==> src/rtl/anc_pkg.sv <==
// Shared constants and word helpers for the ancillary packet inserter.
// Assumes 8-bit user bytes carried as 10-bit words.
package anc_pkg;
    localparam int ANC_DW = 8;
    localparam int ANC_WW = ANC_DW + 2;

    typedef enum logic [1:0] {
        ST_IDLE = 2'd0,
        ST_FLAG = 2'd1,
        ST_BODY = 2'd2,
        ST_SUM  = 2'd3
    } anc_st_t;

    // Extend a byte to a word: bit 8 even parity, bit 9 its inverse.
    function automatic logic [ANC_WW-1:0] anc_word(input logic [ANC_DW-1:0] b);
        logic p;
        p = ^b;
        return {~p, p, b};
    endfunction
endpackage

==> src/rtl/anc_line_gate.sv <==
// Line gate: flags whether the current line may carry a packet.
// Suppresses the GUARD lines after the switching line of the active field.
// Assumes line numbers wrap modulo 2**LW.
module anc_line_gate #(
    parameter int LW    = 13,
    parameter int GUARD = 2
) (
    input  logic [LW-1:0] line_num,
    input  logic          field_id,
    input  logic [LW-1:0] sw_f1,
    input  logic [LW-1:0] sw_f2,
    output logic          pass_o
);
    logic [LW-1:0]    sw_sel;
    logic [GUARD-1:0] hit;

    // Pick the switching line of the current field.
    assign sw_sel = field_id ? sw_f2 : sw_f1;

    for (genvar g = 0; g < GUARD; g++) begin : g_guard
        // One comparator per suppressed line after the switching point.
        assign hit[g] = (line_num == sw_sel + LW'(g + 1));
    end

    assign pass_o = ~|hit;
endmodule

==> src/rtl/anc_pkt_fsm.sv <==
// Packet sequencer: handshake, preamble, parity words, count and checksum.
// Produces the luma word for the coming edge combinationally; the caller
// registers it. Assumes the user honours the two-cycle data offset.
module anc_pkt_fsm
    import anc_pkg::*;
#(
    parameter int DW = ANC_DW
) (
    input  logic          clk,
    input  logic          rst_n,
    input  logic          slot_ok,
    input  logic          pkt_en,
    input  logic [DW-1:0] pkt_data,
    output logic          ready,
    output logic          ins_act,
    output logic [DW+1:0] ins_word,
    output logic          ins_data,
    output logic          ins_sum
);
    localparam int WW = DW + 2;
    localparam int IW = $clog2((2 ** DW) + 3);
    localparam logic [IW-1:0] IDX_MAX = IW'((2 ** DW) + 1);

    anc_st_t        st;
    logic           flag_cnt;
    logic [IW-1:0]  idx;
    logic [DW-1:0]  dc_q;
    logic [DW-1:0]  byte_q;
    logic [DW:0]    cs_q;
    logic           en_q;
    logic           start;
    logic           last;
    logic [WW-1:0]  body_word;

    // Handshake: ready while idle in an open slot; start on enable rise.
    assign ready     = slot_ok && (st == ST_IDLE);
    assign start     = ready && pkt_en && !en_q;
    assign body_word = anc_word(byte_q);
    // Final data word: count word of zero, or user word number dc.
    assign last = ((idx == IW'(2)) && (byte_q == '0)) ||
                  ((idx > IW'(2)) && (idx == IW'(2) + IW'(dc_q)));

    // Select the luma word that the next edge registers.
    always_comb begin
        ins_act  = 1'b1;
        ins_word = '0;
        ins_data = 1'b0;
        ins_sum  = 1'b0;
        case (st)
            ST_IDLE: ins_act = start;
            ST_FLAG: ins_word = '1;
            ST_BODY: begin
                ins_word = body_word;
                ins_data = 1'b1;
            end
            default: begin
                ins_word = {~cs_q[DW], cs_q};
                ins_sum  = 1'b1;
            end
        endcase
    end

    // Sequence state, byte capture, count and checksum accumulation.
    always_ff @(posedge clk) begin
        if (!rst_n) begin
            st       <= ST_IDLE;
            flag_cnt <= 1'b0;
            idx      <= '0;
            dc_q     <= '0;
            byte_q   <= '0;
            cs_q     <= '0;
            en_q     <= 1'b0;
        end else begin
            en_q <= pkt_en;
            case (st)
                ST_IDLE: if (start) begin
                    st       <= ST_FLAG;
                    flag_cnt <= 1'b0;
                    idx      <= '0;
                    cs_q     <= '0;
                end
                ST_FLAG: begin
                    flag_cnt <= 1'b1;
                    if (flag_cnt) begin
                        st     <= ST_BODY;
                        byte_q <= pkt_data;
                    end
                end
                ST_BODY: begin
                    cs_q   <= cs_q + body_word[DW:0];
                    idx    <= idx + IW'(1);
                    byte_q <= pkt_data;
                    if (idx == IW'(2)) dc_q <= byte_q;
                    if (last) st <= ST_SUM;
                end
                default: st <= ST_IDLE;
            endcase
        end
    end

    // an accepted enable rise always leads into the preamble.
    p_start_flag_r2: assert property (@(posedge clk) disable iff (!rst_n)
        start |=> (st == ST_FLAG));

    // the word index stays within DID, SDID, DC and 255 user words.
    p_idx_bound_r6: assert property (@(posedge clk) disable iff (!rst_n)
        (st == ST_BODY) |-> (idx <= IDX_MAX));
endmodule

==> src/rtl/anc_vid_mux.sv <==
// Output register: replaces luma with the packet word when told to,
// always passes chroma. One cycle of latency on every path.
module anc_vid_mux #(
    parameter int WW = 10
) (
    input  logic          clk,
    input  logic          rst_n,
    input  logic [2*WW-1:0] vid_in,
    input  logic          ins_act,
    input  logic [WW-1:0] ins_word,
    input  logic          ins_data,
    input  logic          ins_sum,
    output logic [2*WW-1:0] vid_out
);
    logic data_q;
    logic sum_q;

    // Register the merged word and the kind of inserted word.
    always_ff @(posedge clk) begin
        if (!rst_n) begin
            vid_out <= '0;
            data_q  <= 1'b0;
            sum_q   <= 1'b0;
        end else begin
            vid_out <= {ins_act ? ins_word : vid_in[2*WW-1:WW], vid_in[WW-1:0]};
            data_q  <= ins_data;
            sum_q   <= ins_sum;
        end
    end

    // chroma is the input chroma of the previous cycle.
    p_chroma_pass_r7: assert property (@(posedge clk) disable iff (!rst_n)
        rst_n |=> (vid_out[WW-1:0] == $past(vid_in[WW-1:0])));

    // data words carry even parity in bit 8 and its inverse in bit 9.
    p_word_parity_r4: assert property (@(posedge clk) disable iff (!rst_n)
        data_q |-> ((vid_out[2*WW-1] != vid_out[2*WW-2]) &&
                    (vid_out[2*WW-2] == ^vid_out[2*WW-3:WW])));

    // checksum word has bit 9 inverted against bit 8.
    p_sum_inv_r5: assert property (@(posedge clk) disable iff (!rst_n)
        sum_q |-> (vid_out[2*WW-1] != vid_out[2*WW-2]));
endmodule

==> src/rtl/anc_pkt_inserter.sv <==
// Ancillary packet inserter top: gates readiness by line, runs the packet
// sequence and merges it into luma. Assumes luma in the upper half word.
module anc_pkt_inserter
    import anc_pkg::*;
#(
    parameter int DW    = ANC_DW,
    parameter int LW    = 13,
    parameter int GUARD = 2
) (
    input  logic              clk,
    input  logic              rst_n,
    input  logic [2*DW+3:0]   vid_in,
    input  logic              slot_open,
    input  logic [LW-1:0]     line_num,
    input  logic              field_id,
    input  logic [LW-1:0]     sw_line_f1,
    input  logic [LW-1:0]     sw_line_f2,
    input  logic              pkt_en,
    input  logic [DW-1:0]     pkt_data,
    output logic              pkt_ready,
    output logic [2*DW+3:0]   vid_out
);
    localparam int WW = DW + 2;

    logic          line_pass;
    logic          ins_act;
    logic [WW-1:0] ins_word;
    logic          ins_data;
    logic          ins_sum;

    anc_line_gate #(.LW(LW), .GUARD(GUARD)) u_gate (
        .line_num (line_num),
        .field_id (field_id),
        .sw_f1    (sw_line_f1),
        .sw_f2    (sw_line_f2),
        .pass_o   (line_pass)
    );

    anc_pkt_fsm #(.DW(DW)) u_fsm (
        .clk      (clk),
        .rst_n    (rst_n),
        .slot_ok  (slot_open && line_pass),
        .pkt_en   (pkt_en),
        .pkt_data (pkt_data),
        .ready    (pkt_ready),
        .ins_act  (ins_act),
        .ins_word (ins_word),
        .ins_data (ins_data),
        .ins_sum  (ins_sum)
    );

    anc_vid_mux #(.WW(WW)) u_mux (
        .clk      (clk),
        .rst_n    (rst_n),
        .vid_in   (vid_in),
        .ins_act  (ins_act),
        .ins_word (ins_word),
        .ins_data (ins_data),
        .ins_sum  (ins_sum),
        .vid_out  (vid_out)
    );

    // readiness never coexists with a closed slot.
    p_ready_slot_r1: assert property (@(posedge clk) disable iff (!rst_n)
        pkt_ready |-> slot_open);
endmodule

==> config.mk <==
export PLATFORM = sky130hd
export DESIGN_NAME = anc_pkt_inserter
export DESIGN_NICKNAME = d
export VERILOG_FILES = /design/src/rtl/anc_pkg.sv /design/src/rtl/anc_line_gate.sv /design/src/rtl/anc_pkt_fsm.sv /design/src/rtl/anc_vid_mux.sv /design/src/rtl/anc_pkt_inserter.sv
export SDC_FILE = /design/constraint.sdc
export NUM_CORES = 1
export LEC_CHECK = 0
export BUFFER_PORTS_ARGS = -buffer_cell sky130_fd_sc_hd__buf_2
export CAP_MARGIN = 10
export CORE_UTILIZATION = 55
export DETAILED_ROUTE_END_ITERATION = 6
export HOLD_SLACK_MARGIN = 0.05
export PLACE_DENSITY = 0.81
export RECOVER_POWER = 25
export SLEW_MARGIN = 25
export SYNTH_ARGS = -nofsm -noshare
export SYNTH_HDL_FRONTEND = slang
export SYNTH_SLANG_ARGS = --single-unit
==> constraint.sdc <==
create_clock -name clk -period 3.45 [get_ports clk]
set_input_delay 0 -clock clk [delete_from_list [all_inputs] [get_ports clk]]
set_output_delay 0 -clock clk [all_outputs]
set_load 0.01 [all_outputs]
==> impl_metrics.ini, run 1 <==
[worst_setup_path]
crit_chain = buf_2, nand2b_1, nand2_1, ha_1, nand4b_1, a22oi_1, nand3_1, xnor2_1, or3_1, a211o_2, a21o_1, nand2_2, o21ai_0
timing.critical_path.from = field_id
r2r_slack_ns = 0.74
worst-path-max-fanout = 26
crit_slowest_cell = a21o_1
r2r_end = u_fsm.cs_q[8]
cp_top_family = compound AO/OA/AOI/OAI gates
critPathBufInv = 1
required_ns = 3.67
critical_path_class = in2reg
worstReg2RegStart = u_fsm.byte_q[0]
cp.arrival_ns = 3.28
max_stage_delay_ns = 0.47
end_kind = register
reg2reg_depth = 10
critPathLaunchType = primary input

[clock_tree]
clkSinkCount = 58
clk_latency_ns = 0.34
cts_made_buffers = 9
path_clk_slew_ns = 0.08
cts_root_buf = clkbuf_8
clockBufferDepth = 2
ctsResizeCount = 0
cts_setup_buffers = 0
postCtsHoldBufs = 29
cts_tree = built
htreeDepth = 3

[final_layout]
seqCellArea_mm2 = 0.00116
n_antenna_cell = 0
drive_gt1_share_pct = 19.0
finalNetCount = 701
fillCellCount = 517
layout.cells.non_filler = 708
area_delta_synth_final_pct = 24.7
multi_input_area_mm2 = 0.00264

[yosys]
syn-num-nets = 587
synth_area_leaders = dfxtp_1, xnor2_1, ha_1, mux2i_1, nand2_1
synth-edff-count = 0
async_flop_share_pct = 0
synth_seq_cells = 58
synth_ff_type = dfxtp_1
avgSynthCellArea_um2 = 8.14
synth_commonest_cells = dfxtp_1, nand2_1, xnor2_1, nand3_1, a21oi_1
synth_top_area_share_pct = 28.9
syn_area_mm2 = 0.00402
ys_seq_area_share_pct = 28.9
yosysWarnings = 0
synthMostInstantiatedCell = dfxtp_1
ys_types = 55
synthCells = 493
synth_area_leader_cell = dfxtp_1

[sta]
finalWorstSetupSlack_ns = 0.396
slew_headroom_pct = -43.3
period_needed_ns = 3.05
fin_tns_setup_ns = 0
worstMarginPinSlew_ns = 2.15
rsz0062_at_grt = no
final.setup_skew_ns = 0.00849
fin_crit_sh_pct = 88.5
drv_slew = 57
finalHoldViolCount = 0
fmax_mhz = 327
setup_viol = 0

[floorplan]
die_y_um = 87.4
io_pins = 93
die-area_mm2 = 0.00765
die_width_um = 87.4
fp.coreArea_mm2 = 0.00691
initial_core_util_pct = 58.1
rows = 30

[grt]
grt_pass1_wl_um = 17200
antenna_found_initial = 0
overflow = 0
first_global_vias = 3776
grt_util_all_layers_pct = 29.3
grt_max_degree = 57

[min_path]
hp-class = in2reg
min_delay_path_depth = 6
hold_path_end = u_fsm.flag_cnt
hold_path.startpoint = slot_open

[route]
drtPass1Iterations = 7
vias = 4064
drtIter0Drc = 284
drt_wl_total_um = 10800
drcViolationCount = 0
ant_nets = 0
viasPerCell = 5.74
routedWlPerCell_um = 15.2

[placed_design]
dp_slack_ns = 0.141
dpl.hpwl_um = 7200
place.gp.congestion = 0.870
placed_cells = 663
port_buffers = 92

[power_and_ir_drop]
power.leakage_uw = 0.00209
power_density_mw_per_mm2 = 470
swShare_pct = 34.6
combPwrFrac_pct = 33.4
p_clk_share_pct = 33.5
seqPwrFrac_pct = 33.1
p_int_uw = 1540
switchingPower_uw = 814
ir_drop_mv = 0.376

[run_status]
violations = max-capacitance violations, max-slew violations
status = finished with violations

[run]
max_cap_violations = 1
[state kept, by name, summed over array words and instances (netlist names)]
signal	count
u_mux.vid_out	20
u_fsm.cs_q	9
u_fsm.idx	9
u_fsm.byte_q	8
u_fsm.dc_q	8
u_fsm.st	2
u_fsm.en_q	1
u_fsm.flag_cnt	1
[layer usage]
| layer | wire, µm | vias up | GRT usage, % |
|---|---|---|---|
| met4 | 212 | 0 | 8.20 |
| met5 | 0 | - | 0 |
| li1 | - | 1963 | - |
| met2 | 5420 | 169 | 51.3 |
| met1 | 4400 | 1904 | 35.2 |
| met3 | 726 | 28 | 7.77 |
[power by group through the flow]
stage                     Sequential, µW  Clock, µW  Combinational [µW]
final                                778        788                 786
after global routing                 784        825                 860
after CTS                            773        790                 768
after detailed placement             789          0                 736
after global placement               787          0                 714
after floorplan                      797          0                 561
[how the worst max path moves through the flow]
stage | to | slack, ns | cells past startpoint
floorplan | u_fsm.cs_q[8] | 0.62 | 15
global placement | u_fsm.idx[4] | 0.25 | 13
detailed placement | u_fsm.idx[2] | 0.14 | 13
CTS | u_fsm.idx[4] | 0.45 | 13
global route | u_fsm.idx[4] | 0.21 | 13
finish | u_fsm.idx[4] | 0.40 | 13
[area by class of cell]
class / instances / area share (%)
sequential: 58 / 23.2
timing repair buffer: 125 / 15.4
clock buffer: 9 / 2.47
inverter: 18 / 1.35
multi-input combinational: 395 / 52.7
tap: 96 / 2.40
clock inverter: 7 / 2.50
[per-stage QoR]
step           total power, µW  utilization (%)  cell area (µm²)  hold slack (ns)
3_5_place_dp              1530             64.9             4480            0.209
5_1_grt                   2470             72.5             5010            0.215
2_1_floorplan             1360                -             4020            0.102
6_report                  2350             72.5             5010            0.178
3_3_place_gp              1500             64.9             4480            0.201
4_1_cts                   2330             72.7             5020            0.170
[cell usage in the layout (no fill, tap or decap), drive strengths merged, types with 3 or more instances in the layout]
master,n
a31oi,5
xnor2,39
inv,19
bufinv,3
nand2,57
or3,3
a21o,5
a211oi,4
mux2i,23
nand4b,4
and2,12
dfxtp,58
o22ai,5
nor2,25
nor3,5
clkinv,3
ha,21
nor2b,19
dlygate4sd3,29
a22oi,4
nand4,8
nand3,32
nand3b,4
a21oi,28
xor2,11
o21ai,45
a32o,5
nand2b,6
nor4,4
clkbuf,18
buf,87
and3,4
[logic make-up after synthesis]
kind of cell / after synthesis / synth area share (%)
compound gates: 111 / 16.9
xor+xnor: 50 / 11.3
fa+ha+maj: 22 / 7.04
buf+inv: 40 / 5.33
flops: 58 / 28.9
mux: 24 / 6.33
simple gates: 188 / 24.2
[worst min-delay path, cell delays in order]
cell,delay (ns)
buf_2,0.11
nand4b_1,0.09
a31oi_1,0.08
nand2_1,0.07
nand3_1,0.07
nand2_1,0.06
(Power assumes the default switching activity.)
==> run 2, diff against run 1 <==
Settings changed: CORE_UTILIZATION 55 to 59, PLACE_DENSITY 0.81 to 0.86.
Clock period 3.45 ns to 3.6 ns, I/O delays scaled along.
==> run 2 against run 1 <==
Compared with the run above:
- the flow finishes with violations (design-rule violations, max-capacitance violations, max-slew violations)
- clock-buffer cell count is 2 higher
- sequential cell count stayed put
- clock power is 24% lower
- critical endpoint unchanged
==> impl_metrics.ini, run 2 (synthesized netlist as in run 1, its figures left out) <==
[run_status]
status = finished with violations
violations = design-rule violations, max-capacitance violations, max-slew violations

[sta]
fmax_mhz = 318
final.setup_skew_ns = 0.0113
period_needed_ns = 3.14
setup_viol = 0
slew_headroom_pct = -35.4
fin_crit_sh_pct = 87.3
finalHoldViolCount = 0
rsz0062_at_grt = no
worstMarginPinSlew_ns = 2.03
fin_tns_setup_ns = 0
drv_slew = 57

[final_layout]
drive_gt1_share_pct = 18.5
regMostFlops = u_mux.vid_out
final_common_cell = buf_2
layout.cells.non_filler = 687
seqCellArea_mm2 = 0.00116
multi_input_area_mm2 = 0.00264
largest_reg_flops = 20
utilization_pct = 76.1
area_delta_synth_final_pct = 22.4
final_cell_mix = buf_2, dfxtp_1, nand2_1
n_antenna_cell = 0
fillCellCount = 444
largestRegisters = u_mux.vid_out (20), u_fsm.cs_q (9), u_fsm.idx (9)
finalNetCount = 699

[grt]
grt_max_degree = 57
antenna_found_initial = 0
grt_util_all_layers_pct = 32.7
grt_pass1_wl_um = 18400
first_global_vias = 4053
overflow = 0

[floorplan]
die_width_um = 84.5
fp.coreArea_mm2 = 0.00646
die-area_mm2 = 0.00714
io_pins = 93
die_y_um = 84.5
rows = 29
initial_core_util_pct = 62.2

[worst_setup_path]
worstReg2RegStart = u_fsm.byte_q[0]
reg2reg_depth = 10
r2r_slack_ns = 0.90
critPathLaunchType = primary input
critical_path_class = in2reg
r2r_end = u_fsm.cs_q[8]
end_kind = register
worst-path-max-fanout = 26
cp.arrival_ns = 3.40
required_ns = 3.86

[clock_tree]
path_clk_slew_ns = 0.06
cts_made_buffers = 9
cts_setup_buffers = 0
ctsResizeCount = 0
postCtsHoldBufs = 29
cts_tree = built
cts_root_buf = clkbuf_8
htreeDepth = 3
clockBufferDepth = 2
clk_latency_ns = 0.33
clkSinkCount = 58

[min_path]
min_delay_path_depth = 6
hold_path.startpoint = slot_open
hold_path_end = u_fsm.flag_cnt
hp-class = in2reg

[placed_design]
placed_cells = 642
port_buffers = 92
place.gp.congestion = 0.891
dpl.hpwl_um = 7370

[route]
drtPass1Iterations = 7
drtIter0Drc = 349
viasPerCell = 6.00
vias = 4123
ant_nets = 0
routedWlPerCell_um = 16.5
drcViolationCount = 2
drt_wl_total_um = 11300

[power_and_ir_drop]
power_density_mw_per_mm2 = 429
finalPower_uw = 2110
power.leakage_uw = 0.00206
ir_drop_mv = 0.437

[run]
max_cap_violations = 1
-- run 2: cell types whose count changed in the layout (fill, tap and decap cells not counted), moves of 2 or more --
cell,before,now
buf_4,4,2
clkinv_2,0,3
and2_1,4,6
bufinv_16,3,1
and2_0,8,6
clkinv_4,3,1
-- run 2: per-stage QoR --
step | hold WS [ns] | cell area (µm²) | setup WS [ns]
2_1_floorplan | 0.102 | 4020 | 0.767
3_5_place_dp | 0.209 | 4440 | 0.246
5_1_grt | 0.281 | 4910 | 0.162
6_report | 0.266 | 4910 | 0.458
4_1_cts | 0.234 | 4930 | 0.611
3_3_place_gp | 0.205 | 4440 | 0.365
-- run 2: layer usage --
layer / GRT usage [%] / wire length, µm
met5: 0 / 0
met4: 15.4 / 417
met3: 7.67 / 857
met2: 57.9 / 5710
met1: 37.1 / 4340
-- run 2: worst max path at each step --
stage | to | slack (ns) | from | depth (start not counted)
floorplan | u_fsm.cs_q[8] | 0.77 | field_id | 15
global placement | u_fsm.idx[2] | 0.36 | field_id | 13
detailed placement | u_fsm.idx[4] | 0.25 | field_id | 13
CTS | u_fsm.idx[4] | 0.61 | field_id | 13
global route | u_fsm.idx[2] | 0.16 | field_id | 13
finish | u_fsm.idx[4] | 0.46 | field_id | 13
-- run 2: cell type report --
class | count | share of cell area, %
clock inverters | 5 | 1.09
repair buffers | 123 | 15.4
clock buffers | 11 | 2.88
multi-input cells | 395 | 53.7
well taps | 77 | 1.96
inverters | 18 | 1.37
flip-flops and latches | 58 | 23.6
-- run 2: report_power, final --
part | total [µW] | internal [µW] | switching (µW)
Sequential | 749 | 703 | 46.0
Combinational | 767 | 304 | 462
Clock | 595 | 336 | 258
Total | 2110 | 1340 | 767
-- run 2: worst max-delay path, stage by stage --
cell,delay (ns)
buf_2,0.19
mux2i_1,0.16
inv_2,0.13
ha_1,0.21
nand2_1,0.07
o22ai_1,0.46
a22oi_1,0.21
a32o_1,0.30
nor3_1,0.19
a211o_2,0.23
a21o_1,0.68
nand2_2,0.34
o21ai_0,0.23
==> run 3, diff against run 2 <==
Settings changed: CELL_PAD_IN_SITES_DETAIL_PLACEMENT from default to 1, CELL_PAD_IN_SITES_GLOBAL_PLACEMENT from default to 2, CORE_UTILIZATION 59 to 34, PLACE_DENSITY 0.86 to default, PLACE_DENSITY_LB_ADDON from default to 0.1.
==> run 3 against run 2 <==
Compared with the run above:
- the flow now finishes without violations
- design area increased by 4.9%
- total power increased by 18%
- wire length increased by 5.9%
- register-to-register slack improved by 0.11 ns
- clock power increased by 63%
- worst setup slack improved by 0.18 ns
- sequential power about the same
- clock-buffer cell count increased by 1
- global-route usage decreased by 12 points
- critical path type unchanged
==> impl_metrics.ini, run 3 (synthesized netlist as in run 1, its figures left out) <==
[run_status]
status = finished, final reports clean

[placed_design]
place_area_mm2 = 0.00454
dpl.hpwl_um = 9030
place.gp.congestion = 0.786
placed_cells = 710
port_buffers = 92
dp_slack_ns = 0.322

[grt]
grt_util_all_layers_pct = 20.4
overflow = 0
grt_max_degree = 57
antenna_found_initial = 0
grt_pass1_wl_um = 20200
first_global_vias = 4108

[run]
max_cap_violations = 0

[floorplan]
fp.coreArea_mm2 = 0.0115
die_width_um = 111
initial_core_util_pct = 35.0
die-area_mm2 = 0.0122
die_y_um = 111
rows = 39
io_pins = 93

[final_layout]
area_delta_synth_final_pct = 28.4
multi_input_area_mm2 = 0.00264
regMostFlops = u_mux.vid_out
largest_reg_flops = 20
fillCellCount = 1423
finalNetCount = 701
final_common_cell = buf_2
layout.cells.non_filler = 755
seqCellArea_mm2 = 0.00116
drive_gt1_share_pct = 19.0
final_cell_mix = buf_2, dfxtp_1, nand2_1
largestRegisters = u_mux.vid_out (20), u_fsm.cs_q (9), u_fsm.idx (9)
design_area_mm2 = 0.00516
n_antenna_cell = 0

[sta]
finalHoldViolCount = 0
fin_tns_setup_ns = 0
fin_crit_sh_pct = 82.3
drv_slew = 0
setup_viol = 0
fin_worst_hold_slack_ns = 0.250
fmax_mhz = 338
finalWorstSetupSlack_ns = 0.637
worstMarginPinSlew_ns = 0.659
final.setup_skew_ns = 0.00581
period_needed_ns = 2.96
slew_headroom_pct = 55.6
rsz0062_at_grt = no

[worst_setup_path]
crit_slowest_cell = a22oi_1
reg2reg_depth = 10
max_stage_delay_ns = 0.44
critical_path_class = in2reg
crit_chain = buf_2, nand2b_1, nand2_1, ha_1, nand4b_1, a22oi_1, nand3_1, xnor2_1, or3_1, a211o_2, a21o_1, buf_4, o2111a_1, a31o_1
critPathLaunchType = primary input
worst-path-max-fanout = 22
required_ns = 3.82
r2r_slack_ns = 1.01
cp.arrival_ns = 3.19
end_kind = register
worstReg2RegStart = u_fsm.byte_q[0]
r2r_end = u_fsm.cs_q[8]

[clock_tree]
htreeDepth = 3
clkSinkCount = 58
clk_latency_ns = 0.33
clockBufferDepth = 2
cts_root_buf = clkbuf_16
cts_tree = built
path_clk_slew_ns = 0.06
cts_made_buffers = 9

[power_and_ir_drop]
power.leakage_uw = 0.00214
ir_drop_mv = 0.290
power_density_mw_per_mm2 = 484

[route]
vias = 3910
viasPerCell = 5.18
drcViolationCount = 0
routedWlPerCell_um = 15.9
drt_wl_total_um = 12000
drtIter0Drc = 122
drtPass1Iterations = 4
ant_nets = 0

[min_path]
hold_path.startpoint = slot_open
hold_path_end = u_fsm.flag_cnt
hp-class = in2reg
min_delay_path_depth = 6
-- run 3: changes by cell type in the layout (fill, tap and decap cells not counted) --
cell,change
buf_4,+2
clkinv_2,-2
clkbuf_1,-1
and2_1,+4
clkinvlp_4,+1
clkinv_4,-1
bufinv_16,+1
clkbuf_16,+9
clkbuf_8,-7
and2_0,-4
-- run 3: area by class of cell --
cell class	count	area share [%]
multi-input cells	395	51.2
flip-flops and latches	58	22.5
repair buffers	125	14.9
clock buffers	12	5.17
well taps	143	3.47
clock inverters	4	1.41
inverters	18	1.31
-- run 3: worst max-delay path, delay by kind of cell --
kind                     cells  cell delay [ns]
AO/OA/AOI/OAI                5             1.39
AND/OR/NAND/NOR              5             1.02
buffers and inverters        2             0.38
adder cells (fa/ha/maj)      1             0.25
XOR/XNOR                     1             0.15
-- run 3: worst max-delay path by stage --
stage                         from                 to  slack, ns  depth (start not counted)
final                     field_id  u_mux.vid_out[19]       0.64                         14
after global routing      field_id  u_mux.vid_out[19]       0.49                         14
after CTS                 field_id  u_mux.vid_out[19]       0.67                         14
after detailed placement  field_id  u_mux.vid_out[19]       0.32                         14
after global placement    field_id  u_mux.vid_out[19]       0.50                         14
after floorplan           field_id      u_fsm.cs_q[8]       0.77                         15
-- run 3: routing by layer --
metal | vias up | track usage (%) | part of all wire [%]
met5 | - | 0 | 0
met4 | 0 | 5.69 | 1.3
met3 | 15 | 3.99 | 3.2
met2 | 77 | 34.5 | 47
met1 | 1862 | 26.2 | 49
li1 | 1956 | - | -
-- run 3: per-stage QoR --
step           power [µW]  util (%)
2_1_floorplan        1300         -
3_3_place_gp         1500      39.6
3_5_place_dp         1520      39.6
4_1_cts              2530      45.1
5_1_grt              2630      45.0
6_report             2490      45.0
-- run 3: what timing repair did --
item / 4_1_cts / 5_1_grt
hold endpoints to repair: 29 / 0
buffers inserted: 0 / 0
setup endpoints to repair: 0 / 0
resized for setup: 0 / 0
hold buffers: 29 / 0
-- run 3: where the power goes --
part	leakage [µW]	total (µW)	internal (µW)	switching [µW]
combinational	0.00150	779	314	465
sequential	0.000473	748	704	44.3
clock	0.000165	967	661	306
